## config.mk

```make
export PLATFORM = sky130hd
export DESIGN_NAME = aud_clk_div
export DESIGN_NICKNAME = d
export VERILOG_FILES = /design/src/rtl/aud_clk_pkg.sv /design/src/rtl/aud_cfg_hold.sv /design/src/rtl/aud_bclk_stage.sv /design/src/rtl/aud_lr_stage.sv /design/src/rtl/aud_clk_div.sv
export SDC_FILE = /design/constraint.sdc
export NUM_CORES = 1
export LEC_CHECK = 0
export BUFFER_PORTS_ARGS = -buffer_cell sky130_fd_sc_hd__buf_2
export CORE_MARGIN = 2
export CORE_UTILIZATION = 30
export CTS_BUF_LIST = sky130_fd_sc_hd__clkbuf_2
export DETAILED_ROUTE_END_ITERATION = 8
export HOLD_SLACK_MARGIN = 0.1
export PLACE_DENSITY = 0.57
export SYNTH_ARGS = -nofsm -noshare
export SYNTH_HDL_FRONTEND = slang
export SYNTH_SLANG_ARGS = --single-unit
```

## constraint.sdc

```tcl
create_clock -name clk -period 3.1 [get_ports clk]
set_input_delay 0.31 -clock clk [delete_from_list [all_inputs] [get_ports clk]]
set_output_delay 0.31 -clock clk [all_outputs]
set_load 0.01 [all_outputs]
```

## src/rtl/aud_clk_pkg.sv

```systemverilog
package aud_clk_pkg;

  typedef enum logic [1:0] {
    FR_32  = 2'b00,
    FR_64  = 2'b01,
    FR_128 = 2'b10,
    FR_RSV = 2'b11
  } frame_code_e;

  typedef struct packed {
    logic        bit_div4;
    frame_code_e frame;
  } div_cfg_t;

  // Merge a requested setting into the current one; reserved frame code keeps the old ratio.
  function automatic div_cfg_t cfg_merge(input div_cfg_t cur, input logic req_div4,
                                         input logic [1:0] req_frame);
    div_cfg_t nxt;
    nxt.bit_div4 = req_div4;
    nxt.frame    = (frame_code_e'(req_frame) == FR_RSV) ? cur.frame : frame_code_e'(req_frame);
    return nxt;
  endfunction

endpackage

```

## src/rtl/aud_cfg_hold.sv

```systemverilog
module aud_cfg_hold
  import aud_clk_pkg::*;
(
  input  logic       clk,
  input  logic       rst_n,
  input  logic       load,
  input  logic       req_div4,
  input  logic [1:0] req_frame,
  output div_cfg_t   cfg
);

  always_ff @(posedge clk or negedge rst_n) begin
    if (!rst_n) begin
      cfg.bit_div4 <= 1'b0;
      cfg.frame    <= FR_32;
    end else if (load) begin
      cfg <= cfg_merge(cfg, req_div4, req_frame);
    end
  end

endmodule

```

## src/rtl/aud_bclk_stage.sv

```systemverilog
module aud_bclk_stage #(
  parameter int unsigned CNT_W = 1
) (
  input  logic             clk,
  input  logic             rst_n,
  input  logic             en,
  input  logic             mtick,
  input  logic [CNT_W-1:0] half_last,
  output logic             bclk,
  output logic             rise,
  output logic             fall,
  output logic             fall_now
);

  logic [CNT_W-1:0] cnt;
  logic             wrap;

  assign wrap     = en && mtick && (cnt == half_last);
  assign fall_now = wrap && bclk;

  always_ff @(posedge clk or negedge rst_n) begin
    if (!rst_n) begin
      cnt  <= '0;
      bclk <= 1'b0;
      rise <= 1'b0;
      fall <= 1'b0;
    end else if (!en) begin
      cnt  <= '0;
      bclk <= 1'b0;
      rise <= 1'b0;
      fall <= 1'b0;
    end else begin
      rise <= wrap && !bclk;
      fall <= fall_now;
      if (mtick) cnt <= wrap ? '0 : cnt + CNT_W'(1);
      if (wrap) bclk <= ~bclk;
    end
  end

endmodule

```

## src/rtl/aud_lr_stage.sv

```systemverilog
module aud_lr_stage #(
  parameter int unsigned CNT_W = 6
) (
  input  logic             clk,
  input  logic             rst_n,
  input  logic             en,
  input  logic             bfall,
  input  logic [CNT_W-1:0] half_last,
  output logic             lrclk,
  output logic             boundary
);

  logic [CNT_W-1:0] cnt;
  logic             wrap;

  assign wrap     = en && bfall && (cnt == half_last);
  assign boundary = wrap && lrclk;

  always_ff @(posedge clk or negedge rst_n) begin
    if (!rst_n) begin
      cnt   <= '0;
      lrclk <= 1'b0;
    end else if (!en) begin
      cnt   <= '0;
      lrclk <= 1'b0;
    end else if (bfall) begin
      cnt <= wrap ? '0 : cnt + CNT_W'(1);
      if (wrap) lrclk <= ~lrclk;
    end
  end

endmodule

```

## src/rtl/aud_clk_div.sv

```systemverilog
module aud_clk_div
  import aud_clk_pkg::*;
#(
  parameter int unsigned BIT_HALF_LO     = 1,
  parameter int unsigned BIT_HALF_HI     = 2,
  parameter int unsigned FRAME_BASE_LOG2 = 5
) (
  input  logic       clk,
  input  logic       rst_n,
  input  logic       mclk_tick,
  input  logic       en,
  input  logic       bclk_div4,
  input  logic [1:0] frame_sel,
  output logic       bclk,
  output logic       lrclk,
  output logic       bclk_rise,
  output logic       bclk_fall
);

  localparam int unsigned MCNT_W  = (BIT_HALF_HI > 1) ? $clog2(BIT_HALF_HI) : 1;
  localparam int unsigned FCNT_W  = FRAME_BASE_LOG2 + 1;
  localparam int unsigned FHALF_0 = 2 ** (FRAME_BASE_LOG2 - 1);

  div_cfg_t          cfg;
  logic              frame_edge;
  logic              bfall_now;
  logic [MCNT_W-1:0] bit_last;
  logic [FCNT_W-1:0] frame_last;

  aud_cfg_hold u_cfg (
    .clk      (clk),
    .rst_n    (rst_n),
    .load     (!en || frame_edge),
    .req_div4 (bclk_div4),
    .req_frame(frame_sel),
    .cfg      (cfg)
  );

  assign bit_last = cfg.bit_div4 ? MCNT_W'(BIT_HALF_HI - 1) : MCNT_W'(BIT_HALF_LO - 1);

  always_comb begin
    unique case (cfg.frame)
      FR_64:   frame_last = FCNT_W'(FHALF_0 * 2 - 1);
      FR_128:  frame_last = FCNT_W'(FHALF_0 * 4 - 1);
      default: frame_last = FCNT_W'(FHALF_0 - 1);
    endcase
  end

  aud_bclk_stage #(.CNT_W(MCNT_W)) u_bit (
    .clk      (clk),
    .rst_n    (rst_n),
    .en       (en),
    .mtick    (mclk_tick),
    .half_last(bit_last),
    .bclk     (bclk),
    .rise     (bclk_rise),
    .fall     (bclk_fall),
    .fall_now (bfall_now)
  );

  aud_lr_stage #(.CNT_W(FCNT_W)) u_lr (
    .clk      (clk),
    .rst_n    (rst_n),
    .en       (en),
    .bfall    (bfall_now),
    .half_last(frame_last),
    .lrclk    (lrclk),
    .boundary (frame_edge)
  );

endmodule

```

Yosys cells after proc, flatten, opt, wreduce, memory -nomap -nowiden

Cells that the tools add are included.
Widths: inputs -> output; s select.

Word-level logic and storage cells: 49
Bits in writable memories: 0
Memory bits (read-only): 0
Bits in latches: 0
Memories kept: 0
Register bits: 14

Equal/unequal tests: 9
Bitwise gates (word level): 3
Shifts and indexed selects: 0
Magnitude comparators: 0
$mul: 0
Multiplexer cells: 15
Reduce and logical (&&, ||, !) cells: 12
Add/sub/neg operators: 2
Divide/modulo/power cells: 0

Operators with widths:

| kind                | count |
|---|---|
| $mux 6              | 3 |
| $pmux 6 s2          | 1 |
| $mux 1              | 11 |
| $logic_and 1x1->1   | 7 |
| $add 6x1->6 const B | 1 |
| $eq 6x6->1          | 1 |
| $ne 2x1->1 const B  | 3 |
| $eq 2x2->1 const B  | 2 |
| $reduce_and 2->1    | 2 |
| $not 1->1           | 3 |
| $eq 2x1->1 const B  | 1 |
| $logic_not 1->1     | 2 |
| $ne 2x2->1 const B  | 1 |
| $add 1x1->1 const B | 1 |
| $eq 1x1->1          | 1 |
| $logic_or 1x1->1    | 1 |

Longest topological paths before layout

Depth after elaboration: 9
Depth in mapped cells: 6
Mapped depth without buffers: 6

Modules after synthesis

A second synthesis with hierarchy kept.

Cell total of the unflattened synthesis: 73
Area total of the unflattened synthesis: 752.0 µm²

Modules (own cells, without submodules):

| module         | area each (µm²) | times used | cells an instance | seq. area each (µm²) |
|---|---|---|---|---|
| aud_lr_stage   | 429.2           | 1          | 43                | 175.2 |
| aud_bclk_stage | 176.4           | 1          | 16                | 100.1 |
| aud_cfg_hold   | 116.4           | 1          | 9                 | 75.1 |
| aud_clk_div    | 30.0            | 1          | 5                 | 0.0 |

Worst setup path before layout

OpenSTA, ideal clock, no wires.

Path kind: register -> register
Start point: reg u_cfg.cfg[1] (netlist name)
End point: reg u_cfg.cfg[2] (netlist name)
Required time: 2.972 ns
Buffers on the path: 0
Library setup time: 0.128 ns
Arrival: 1.539 ns
Clock period less this slack: 1.667 ns
Stages on the path, launching flop included: 6
Path slack: 1.433 ns
Path through: dfrtp_1 > ha_1 > xor2_1 > nand2_1 > o31a_1 > mux2_1

Cells in the longest elaborated chain, start to end: 6
Elaborated cells between the ends (all ways): 7

RTL lines:

| element                                  | line               | RTL |
|---|---|---|
| $eq 2x2->1 or $eq 2x1->1 (tied branches) | aud_clk_div.sv:42  | `unique case (cfg.frame)` |
| $pmux 6 s2 *                             | aud_clk_div.sv:42  |  |
| $eq 6x6->1 *                             | aud_lr_stage.sv:16 | `assign wrap = en && bfall && (cnt == half_last);` |
| $logic_and 1x1->1 *                      | aud_lr_stage.sv:16 |  |
| $logic_and 1x1->1 *                      | aud_lr_stage.sv:17 | `assign boundary = wrap && lrclk;` |
| $logic_or 1x1->1 *                       | aud_clk_div.sv:33  | `.load (!en \|\| frame_edge),` |

Mark *: on every way between the ends. The rest lies on a longest branch, timed or not.
A chain may end at the register's enable or synchronous reset.

Final worst setup path

Start point: reg u_cfg.cfg[0] (netlist name)
End point: reg u_cfg.cfg[2] (netlist name)

Cells in the longest elaborated chain, start to end: 6
Elaborated cells between the ends (all ways): 7

RTL lines:

| element                                  | line |
|---|---|
| $eq 2x2->1 or $eq 2x1->1 (tied branches) | aud_clk_div.sv:42 |
| $pmux 6 s2 *                             | aud_clk_div.sv:42 |
| $eq 6x6->1 *                             | aud_lr_stage.sv:16 |
| $logic_and 1x1->1 *                      | aud_lr_stage.sv:16 |
| $logic_and 1x1->1 *                      | aud_lr_stage.sv:17 |
| $logic_or 1x1->1 *                       | aud_clk_div.sv:33 |

Marks and branches as above.

==> flow_summary.json <==
{
  "syn_to_final_growth_pct": 15.5,
  "crit_fanout": 4,
  "cts-root-buf": "clkbuf_2",
  "synth_nets": 80,
  "dpl.hpwl_um": 1050,
  "ys.flop_type": "dfrtp_1",
  "routed_via_density": 5.12,
  "worst_ep_required_time_ns": 3.28,
  "startpoint": "u_cfg.cfg[0]",
  "clock_skew_ns": 0.00662,
  "hp-start": "bclk_div4",
  "gp_congestion": 0.868,
  "ir_drop_v": 0.000309,
  "routed_wl_um": 1390,
  "start_util": 0.318,
  "drc_errors": 0,
  "clk-insertion-delay-late_ns": 0.29,
  "rrSetupSlack_ns": 1.33,
  "synth.most_common_cell": "dfrtp_1",
  "worstPathArrival_ns": 1.96,
  "ant_nets": 0,
  "nets": 95,
  "use_met2": 0.163,
  "criticalPathCategory": "reg -> reg",
  "drv_cap": 0,
  "placed_area_um2": 791,
  "power_uw": 348,
  "slew_viol_final": 0,
  "critPathMaxStageDelay_ns": 0.37,
  "synthCells": 71,
  "crit_family": "flip-flops",
  "synth-seq-cells": 14,
  "first_global_vias": 519,
  "path_buf_inv": 1,
  "drive_above_1_share": 0.176,
  "synth_edf_count": 0,
  "cts-resized-gates": 0,
  "rsz0062_at_grt": "false",
  "numPlacedInstances": 108,
  "grtUsageMet1": 0.156,
  "fin_area_um2": 820,
  "layout_setup_ws_ns": 1.33,
  "die_w_um": 52.6,
  "busiest_layer": "met2",
  "relSlewSlack": 0.781,
  "post_drt_wl_per_cell_um": 12.3,
  "grt_use_met3": 0.0171,
  "rows": 17,
  "antenna_found_initial": 0,
  "whs_ns": 0.229,
  "htreeDepth": 1,
  "cts_sinks": 14,
  "worst_hold_path_type": "in -> reg",
  "yosysTopAreaCell": "dfrtp_1",
  "synth_area_leaders": "dfrtp_1 49%, nand3_1 4.9%, nand2_1 4.2%",
  "setup_viol": 0,
  "clock_path_buffers": 2,
  "fmax_mhz": 563,
  "netlist_area_um2": 709,
  "crit_slowest_cell": "dfrtp_1",
  "synth_seq_area_share": 0.494,
  "grt.overflow.total": 0,
  "fin_util": 0.367,
  "coreArea_mm2": 0.00223,
  "synthTopCellsByCount": "14 x dfrtp_1, 8 x nand2_1, 7 x nand3_1, 6 x nor2_1, 5 x a21oi_1",
  "diodes": 0,
  "hold_viol": 0,
  "numCtsBuffers": 3,
  "clk_pin_slew_ns": 0.13,
  "drtIter0Drc": 7,
  "grt_pass1_wl_um": 2270,
  "status": "finished, final reports clean",
  "synth_area_per_cell_um2": 9.99,
  "grtUsageTotal": 0.112,
  "pwr_density_cell_mw_per_mm2": 425,
  "die-area_mm2": 0.00277,
  "netlist.area_leader.share": 0.494,
  "cts_setup_buffers": 0,
  "synthArstFlopShare": 1.00,
  "critPathCaptureType": "flip-flop",
  "path_cells": "inv_1 -> ha_1 -> xor2_1 -> nand2_1 -> o31a_1 -> mux2_1",
  "die_y_um": 52.6,
  "synth_cell_types": 26,
  "drtPass1Iterations": 4,
  "rr_startpoint": "u_cfg.cfg[0]",
  "num_io_pins": 11,
  "portBuffers": 10,
  "finalCriticalPeriod_ns": 1.77,
  "startpoint_type": "flip-flop",
  "tightest_slew_ns": 0.327,
  "cts_tree": "built",
  "layout.cells.non_filler": 113,
  "hold_buffers": 1,
  "dr_total_vias": 579,
  "preCtsSetupSlack_ns": 1.34,
  "grt_max_degree": 15,
  "tns_ns": 0,
  "p_leak_nw": 0.364,
  "finalCritPeriodShare": 0.572,
  "yosysWarnings": 0
}
-- flip-flops by register name, summed over array words and instances, names as in the netlist --
register    cells
u_bit.bclk      1
u_lr.lrclk      1
u_cfg.cfg       3
u_bit.rise      1
u_bit.cnt       1
u_lr.cnt        6
u_bit.fall      1
-- layer usage --
metal | share of wire | wire [um]
met5 | 0 | 0
met4 | 0.023 | 32
met3 | 0.036 | 50
met2 | 0.43 | 598
met1 | 0.51 | 710
-- power by group --
| group | switching [mW] | internal, mW | total, mW |
|---|---|---|---|
| sequential | 0.0104 | 0.193 | 0.203 |
| combinational | 0.0314 | 0.0241 | 0.0555 |
| clock | 0.0615 | 0.0280 | 0.0895 |
-- area by class of cell --
type	instances	area, um2
Clock buffer	3	15.0
Clock inverter	1	3.75
Fill cell	243	1410
Inverter	2	7.51
Multi-Input combinational cell	54	348
Sequential cell	14	350
Tap cell	28	35.0
Timing Repair Buffer	11	60.1
-- layout by cell type, fill, tap and decap left out, types with 2 or more instances in the layout --
master     n
ha_1       2
buf_2     10
and3_1     2
xor2_1     3
nor4b_1    2
nand2_1    8
inv_1      2
o32a_1     2
nand3b_1   2
clkbuf_2   3
dfrtp_1   14
a21oi_1    5
nor2_1     6
or3_1      2
nand4_1    2
nand3_1    7
-- final timing paths --
check	end	cells after the start
max	u_cfg.cfg[2]	6
min in group asynchronous	u_lr.cnt[3]	2
min reg2reg	u_cfg.cfg[1]	1
max in group asynchronous	u_lr.lrclk	2
max reg2reg	u_cfg.cfg[2]	6
min	u_cfg.cfg[2]	2
-- cells by family (layout without fill, tap and decap cells) --
group,Yosys count,after routing,synth area share
AO/OA/AOI/OAI,11,11,0.104
flip-flops,14,14,0.494
AND/OR/NAND/NOR,35,35,0.263
multiplexers,1,1,0.0159
adder cells (fa/ha/maj),2,2,0.0353
buffers and inverters,3,17,0.0159
XOR/XNOR,5,5,0.0723
-- worst register-to-register path, delay by kind of cell, from the launching register on --
kind,cells,cell delay [ns]
AOI/OAI and AO/OA,1,0.35
adders and majority gates,1,0.30
and+or+nand+nor,1,0.13
muxes,1,0.31
buffers and inverters,1,0.05
xor gates and xnor gates,1,0.17
DFF,1,0.37
(Power assumes the default switching activity.)
